<file path="src/rtl/sponge_seq_pkg.sv">
package sponge_seq_pkg;

    // Multi-bit boolean encoding
    localparam int MbW = 4;
    localparam logic [MbW-1:0] MB_TRUE  = 4'b0110;
    localparam logic [MbW-1:0] MB_FALSE = 4'b1001;

    // Sparse phase encoding, pairwise Hamming distance of at least three
    localparam int StW = 6;
    typedef enum logic [StW-1:0] {
        ST_IDLE    = 6'b000111,
        ST_ABSORB  = 6'b011010,
        ST_SQUEEZE = 6'b101100,
        ST_MANRUN  = 6'b110001,
        ST_FLUSH   = 6'b111111,
        ST_HALT    = 6'b100010
    } seq_state_e;

    // Message mux select, two legal codes
    localparam int SelW = 4;
    typedef enum logic [SelW-1:0] {
        SEL_GUARD   = 4'b1100,
        SEL_RELEASE = 4'b0011
    } sel_e;

    function automatic logic mb_strict(input logic [MbW-1:0] v);
        return v == MB_TRUE;
    endfunction

    function automatic logic mb_loose(input logic [MbW-1:0] v);
        return v != MB_FALSE;
    endfunction

endpackage

</file>
<file path="src/rtl/sponge_seq_busy.sv">
// Processing flag: set by a push command, cleared once the padder reports absorption.
module sponge_seq_busy (
    input  logic clk_i,
    input  logic rst_ni,
    input  logic process_i,
    input  logic absorbed_i,
    output logic busy_o
);
    typedef struct packed {
        logic busy;
    } busy_regs_t;

    busy_regs_t r_d, r_q;

    always_comb begin
        r_d = r_q;
        if (process_i) begin
            r_d.busy = 1'b1;
        end else if (absorbed_i) begin
            r_d.busy = 1'b0;
        end
    end

    always_ff @(posedge clk_i or negedge rst_ni) begin
        if (!rst_ni) r_q <= '0;
        else         r_q <= r_d;
    end

    assign busy_o = r_q.busy;


    assert_busy_set_R9: assert property (@(posedge clk_i) disable iff (!rst_ni)
        process_i |=> busy_o);

    assert_busy_clear_R9: assert property (@(posedge clk_i) disable iff (!rst_ni)
        (!process_i && absorbed_i) |=> !busy_o);

endmodule

</file>
<file path="src/rtl/sponge_seq_cmdchk.sv">
// Per-phase legality check of software commands, and the software permutation request.
module sponge_seq_cmdchk
    import sponge_seq_pkg::*;
(
    input  seq_state_e state_i,
    input  logic       start_i,
    input  logic       process_i,
    input  logic       run_i,
    input  logic       done_loose_i,
    input  logic       busy_i,
    output logic       seq_err_o,
    output logic       sw_run_o
);
    always_comb begin
        seq_err_o = 1'b0;
        case (state_i)
            ST_IDLE:    seq_err_o = process_i | run_i | done_loose_i;
            ST_ABSORB:  seq_err_o = start_i | run_i | done_loose_i | (process_i & busy_i);
            ST_SQUEEZE: seq_err_o = start_i | process_i;
            ST_MANRUN:  seq_err_o = start_i | process_i;
            ST_FLUSH:   seq_err_o = start_i | process_i | run_i | done_loose_i;
            default:    seq_err_o = 1'b0;
        endcase
    end

    // A manual permutation is requested only from the squeeze phase
    assign sw_run_o = (state_i == ST_SQUEEZE) & run_i;

endmodule

</file>
<file path="src/rtl/sponge_seq_fsm.sv">
// Phase register with sparse encoding, escalation into a sticky halt, and the mux select register.
module sponge_seq_fsm
    import sponge_seq_pkg::*;
(
    input  logic       clk_i,
    input  logic       rst_ni,
    input  logic       start_i,
    input  logic       run_i,
    input  logic       done_strict_i,
    input  logic       absorbed_i,
    input  logic       perm_done_i,
    input  logic       escalate_i,
    output seq_state_e state_o,
    output sel_e       sel_o,
    output logic       state_err_o
);
    typedef struct packed {
        seq_state_e st;
        sel_e       sel;
    } fsm_regs_t;

    fsm_regs_t r_d, r_q;

    always_comb begin
        r_d         = r_q;
        state_err_o = 1'b0;
        case (r_q.st)
            ST_IDLE: begin
                if (start_i) r_d.st = ST_ABSORB;
            end
            ST_ABSORB: begin
                if (absorbed_i) r_d.st = ST_SQUEEZE;
            end
            ST_SQUEEZE: begin
                if (run_i)              r_d.st = ST_MANRUN;
                else if (done_strict_i) r_d.st = ST_FLUSH;
            end
            ST_MANRUN: begin
                if (perm_done_i) r_d.st = ST_SQUEEZE;
            end
            ST_FLUSH: begin
                r_d.st = ST_IDLE;
            end
            ST_HALT: begin
                state_err_o = 1'b1;
            end
            default: begin
                // Illegal code: treat as a fault and lock up
                r_d.st      = ST_HALT;
                state_err_o = 1'b1;
            end
        endcase

        if (escalate_i) r_d.st = ST_HALT;

        r_d.sel = (r_d.st == ST_ABSORB) ? SEL_RELEASE : SEL_GUARD;
    end

    always_ff @(posedge clk_i or negedge rst_ni) begin
        if (!rst_ni) begin
            r_q.st  <= ST_IDLE;
            r_q.sel <= SEL_GUARD;
        end else begin
            r_q <= r_d;
        end
    end

    assign state_o = r_q.st;
    assign sel_o   = r_q.sel;


    assert_halt_sticky_R7: assert property (@(posedge clk_i) disable iff (!rst_ni)
        (r_q.st == ST_HALT) |=> (r_q.st == ST_HALT));

    assert_escalate_R7: assert property (@(posedge clk_i) disable iff (!rst_ni)
        escalate_i |=> (r_q.st == ST_HALT));

    assert_flush_idle_R6: assert property (@(posedge clk_i) disable iff (!rst_ni)
        (r_q.st == ST_FLUSH && !escalate_i) |=> (r_q.st == ST_IDLE));

    assert_absorb_hold_R3: assert property (@(posedge clk_i) disable iff (!rst_ni)
        (r_q.st == ST_ABSORB && !absorbed_i && !escalate_i) |=> (r_q.st == ST_ABSORB));

    assert_manrun_hold_R5: assert property (@(posedge clk_i) disable iff (!rst_ni)
        (r_q.st == ST_MANRUN && !perm_done_i && !escalate_i) |=> (r_q.st == ST_MANRUN));

endmodule

</file>
<file path="src/rtl/sponge_seq_ctrl.sv">
// Top of the sponge command sequencer.
module sponge_seq_ctrl
    import sponge_seq_pkg::*;
(
    input  logic           clk_i,
    input  logic           rst_ni,
    input  logic           start_i,
    input  logic           process_i,
    input  logic           run_i,
    input  logic [MbW-1:0] done_i,
    input  logic [MbW-1:0] absorbed_i,
    input  logic           perm_done_i,
    input  logic [MbW-1:0] escalate_i,
    input  logic           pad_run_i,
    input  logic           pad_state_err_i,
    input  logic           round_state_err_i,
    input  logic           round_cnt_err_i,
    input  logic           msg_cnt_err_i,
    output logic           msg_pass_o,
    output logic           perm_run_o,
    output logic           seq_err_o,
    output logic           fatal_o,
    output logic           cnt_err_o
);
    // Multi-bit decodes: strict for transitions, loose for checks and escalation
    logic done_strict, done_loose, absorbed_strict, escalate_loose;
    assign done_strict     = mb_strict(done_i);
    assign done_loose      = mb_loose(done_i);
    assign absorbed_strict = mb_strict(absorbed_i);
    assign escalate_loose  = mb_loose(escalate_i);

    seq_state_e state_q;
    sel_e       sel_q;
    logic       fsm_err;
    logic       busy;
    logic       sw_run;

    sponge_seq_fsm u_fsm (
        .clk_i         (clk_i),
        .rst_ni        (rst_ni),
        .start_i       (start_i),
        .run_i         (run_i),
        .done_strict_i (done_strict),
        .absorbed_i    (absorbed_strict),
        .perm_done_i   (perm_done_i),
        .escalate_i    (escalate_loose),
        .state_o       (state_q),
        .sel_o         (sel_q),
        .state_err_o   (fsm_err)
    );

    sponge_seq_busy u_busy (
        .clk_i      (clk_i),
        .rst_ni     (rst_ni),
        .process_i  (process_i),
        .absorbed_i (absorbed_strict),
        .busy_o     (busy)
    );

    sponge_seq_cmdchk u_chk (
        .state_i      (state_q),
        .start_i      (start_i),
        .process_i    (process_i),
        .run_i        (run_i),
        .done_loose_i (done_loose),
        .busy_i       (busy),
        .seq_err_o    (seq_err_o),
        .sw_run_o     (sw_run)
    );

    // Select decode: only the release code opens the message path
    always_comb begin
        case (sel_q)
            SEL_RELEASE: msg_pass_o = 1'b1;
            SEL_GUARD:   msg_pass_o = 1'b0;
            default:     msg_pass_o = 1'b0;
        endcase
    end

    assign perm_run_o = pad_run_i | sw_run;
    assign fatal_o    = fsm_err | round_state_err_i | pad_state_err_i;
    assign cnt_err_o  = round_cnt_err_i | msg_cnt_err_i;


    assert_pass_absorb_R12: assert property (@(posedge clk_i) disable iff (!rst_ni)
        msg_pass_o |-> (state_q == ST_ABSORB));

    assert_flush_err_R8: assert property (@(posedge clk_i) disable iff (!rst_ni)
        (state_q == ST_FLUSH && start_i) |-> seq_err_o);

    assert_halt_fatal_R7: assert property (@(posedge clk_i) disable iff (!rst_ni)
        (state_q == ST_HALT) |-> fatal_o);

endmodule

</file>
<file path="config.mk">
export PLATFORM = sky130hd
export DESIGN_NAME = sponge_seq_ctrl
export DESIGN_NICKNAME = d
export VERILOG_FILES = /design/src/rtl/sponge_seq_pkg.sv /design/src/rtl/sponge_seq_busy.sv /design/src/rtl/sponge_seq_cmdchk.sv /design/src/rtl/sponge_seq_fsm.sv /design/src/rtl/sponge_seq_ctrl.sv
export SDC_FILE = /design/constraint.sdc
export NUM_CORES = 1
export LEC_CHECK = 0
export ABC_AREA = 1
export CAP_MARGIN = 20
export CORE_AREA = 2 2 47 49
export CTS_BUF_LIST = sky130_fd_sc_hd__clkbuf_8
export CTS_CLUSTER_DIAMETER = 150
export DETAILED_ROUTE_END_ITERATION = 12
export DIE_AREA = 0 0 49 51
export PLACE_DENSITY = 0.82
export SLEW_MARGIN = 20
export SYNTH_ARGS = -nofsm -noshare
export SYNTH_HDL_FRONTEND = slang
export SYNTH_SLANG_ARGS = --single-unit
export TNS_END_PERCENT = 1
</file>
<file path="constraint.sdc">
create_clock -name clk_i -period 1.5 [get_ports clk_i]
set_clock_uncertainty 0.2 [all_clocks]
set_input_delay 0.225 -clock clk_i [delete_from_list [all_inputs] [get_ports clk_i]]
set_output_delay 0.225 -clock clk_i [all_outputs]
set_load 0.02 [all_outputs]
</file>
==> summary.md <==
| Metric | Value |
|---|---|
| Status | finished, violations left |
| Failing checks | negative setup slack |
| Detailed Routing Iterations Pass 1 | 4 |
| Slew Limit Fails | 0 |
| Predominant post-synthesis flop cell | dfrtp_1 |
| DR vias | around 980 |
| RSZ-0062 raised after global routing | true |
| Worst vdd ir | between 500 and 600 uV |
| Clock latency on the worst-skew pair | ~0.24 ns |
| Placed cell count | 196 |
| GRT Util Overall | 21.18% |
| NetSw | 137.3 uW |
| Count leader, synth | nand2_1 |
| WS Path Type | flip-flop to output pin |
| Non-filler cells in the finished layout | between 200 and 250 |
| Clk buf depth | 2 |
| Internal Power | 491.5 uW |
| Fillers | ~170 |
| Synth async-reset ratio | 100.0% |
| Worst-path clk slew | 0.05 ns |
| Final WS setup | -0.4895 ns |
| CTS tree | done |
| Max Cap Viol | 0 |
| DRT antenna net count | 0 |
| CTS root buf | clkbuf_8 |
| Synth top area share | 16.13% |
| Element type at the critical path end | output pin |
| Seq/Total Area, Yosys | approximately 30% |
| Vias per cell | 4.789 |
| Post-route minimum period | 1.990 ns |
| Gate power share | approximately 17% |
| Worst-path fanout max | 6 |
| Critical Path AT | about 1.6 ns |
| Slew headroom | roughly 73% |
| Critical path startpoint category | flip-flop |
| Die area | around 2500 um^2 |
| Hold Path Class | input pin to async pin |
| Most instantiated cells after synthesis | nand2_1 (28), nor2_1 (24), inv_1 (19) |
| Port bufs | 27 |
| Slew @ Worst Pin | ~0.4 ns |
| Clk sinks | 9 |
| Clk pwr share | 44.1% |
| Average cell area after synthesis | between 6 and 7 um^2 |
| Share of cells above drive strength 1 | 39.77% |
| HPWL Detailed | 1882 um |
| Area Overhead vs Synth | 73.71% |
| Number of synthesized flops with an enable pin | 0 |
| Ant diodes | 0 |
| Sw Share | around 22% |
| Grt ovf | 0 |
| Power Density | roughly 470 nW/um^2 |
| Fin nets | 200 |
| Share of total power in sequential cells | slightly below 40% |
| Flops & latches, synth | 9 |
| Core box area | around 2100 um^2 |
| Yosys warns | 0 |
| Setup TNS Final | -3.449 ns |
| Routed wire length | 2358 um |
| Num CTS Buffers | 3 |
| Final setup viols | 11 |
| Achievable Freq | 0.5026 GHz |
| Post-synth top area cell | dfrtp_1 |
| Post-synth cell types | 19 |
| Net count after synthesis | 147 |
| Required @ worst endpoint | ~1.1 ns |
| Setup slack, reg-to-reg | -0.31 ns |
| DRT iter0 DRCs | 10 |
| RD Place Congestion | approximately 0.92 |
| Die height | just over 50 um |
| Site Rows | 17 |
| Vias in the first global route | around 1,000 |
| First-pass GRT wire length | roughly 4000 um |
| Design Power | roughly 630 uW |
| Cell Area, Synth | between 700 and 800 um^2 |
| Final worst-path cycle share | 132.6% |
| Largest net degree at the start of global routing | 10 |
| Mapped Cells | between 100 and 150 |
| LEAKAGE | ~0.00065 uW |
| Top post-synthesis cells by area | dfrtp_1 (16%), dfstp_2 (14%), nand2_1 (14%) |
| H-Tree Depth | 1 |
| Drt drc | 0 |
| WL per Instance | ~12 um |
| Starting Density | a little under two fifths |
| Final hold viol count | 0 |
| Die X | 49 um |
| Initial antenna violation count | 0 |
| Fin Hold WS | between 0.08 and 0.09 ns |
| Top-Level Pins | 28 |
## logic make-up after synthesis
kind of cell / after synthesis / synth area share [%]
AOI/OAI and AO/OA: 9 / 6.452
and+or+nand+nor: 84 / 53.23
DFF: 9 / 29.68
buffers and inverters: 22 / 10.65
## worst max-delay path, stage by stage (launching register included)
cell	delay [ns]
dfstp_2	0.59
inv_2	0.05
nor2_2	0.08
nand3_2	0.13
nand2_2	0.11
inv_2	0.05
nand2_1	0.07
o21ai_2	0.06
nand2_2	0.08
buf_6	0.12
## stage by stage
stage          setup WS, ns  utilization [%]  instance area [um^2]
6_report            -0.4895            65.31                  1348
5_1_grt             -0.5267            65.31                  1348
4_1_cts             -0.4658            64.40                  1329
3_5_place_dp        -0.6986            59.67                  1231
3_3_place_gp        -0.6499            59.67                  1231
2_1_floorplan       -0.1259                -                 798.3
## metal layers
| metal | wire length, um | GRT usage [%] | vias to the layer above | part of all wire, % |
|---|---|---|---|---|
| met2 | 1281 | 40.87 | 26 | 54 |
| met3 | 81 | 3.509 | 9 | 3.4 |
| met1 | 921 | 21.10 | 451 | 39 |
| met4 | 73 | 13.33 | 0 | 3.1 |
| li1 | - | - | 491 | - |
| met5 | 0 | 0 | - | 0 |
## state kept, by name, summed over array words and instances (netlist names)
signal,count
u_busy.busy_o,1
u_fsm.sel_o,2
u_fsm.state_o,6
## timing repair
item / in CTS / in global routing
hold buffers: 0 / 0
pin swaps: 8 / 3
gates resized for setup: 35 / 5
hold endpoints to repair: 0 / 0
setup endpoints to repair: 13 / 13
setup buffers: 3 / 1
## power groups by stage
| stage | logic, uW | registers [uW] | clock network, uW |
|---|---|---|---|
| floorplan | 22.8 | 248 | 0 |
| global placement | 103 | 248 | 0 |
| detailed placement | 106 | 249 | 0 |
| CTS | 106 | 245 | 284 |
| global route | 116 | 245 | 293 |
| finish | 106 | 245 | 277 |
## path summary, 6_finish.rpt
kind	startpoint	to	depth (start not counted)
min in group clk_i	u_busy.busy_o	u_busy.busy_o	2
hold / removal	rst_ni	u_busy.busy_o	1
hold reg to reg	u_busy.busy_o	u_busy.busy_o	2
max in group asynchronous	rst_ni	u_fsm.sel_o[2]	1
setup / recovery	u_fsm.state_o[2]	seq_err_o	9
setup reg to reg	u_fsm.state_o[2]	u_fsm.state_o[4]	10
## layout make-up
cell class,count,area (um^2),share of cell area [%]
Clock buffer,3,41.29,3.064
Clock inverter,1,3.754,0.2786
Inverter,22,82.58,6.128
Multi-Input combinational cell,93,533.0,39.55
Sequential cell,9,230.2,17.08
Tap cell,28,35.03,2.600
Timing Repair Buffer,48,421.7,31.29
## cell usage in the layout, fill, tap and decap left out
cell type and instances:
o21ai_2 3, o21a_1 1, clkbuf_2 1, nor3_1 1, clkdlybuf4s50_1 22, or2_2 1
buf_6 3, nand2_2 10, nand2_4 1, buf_2 1, nand4_1 3, o21ai_0 3
nand2_1 22, buf_4 21, nand3_4 1, inv_1 18, dfstp_2 4, nor3_4 1
clkbuf_8 3, dfrtp_1 5, inv_2 5, nor2_2 6, a21oi_2 1, nand3_1 9
nor2_1 21, a21o_1 1, nor2_4 5, nand3_2 3
(Power assumes the default switching activity.)
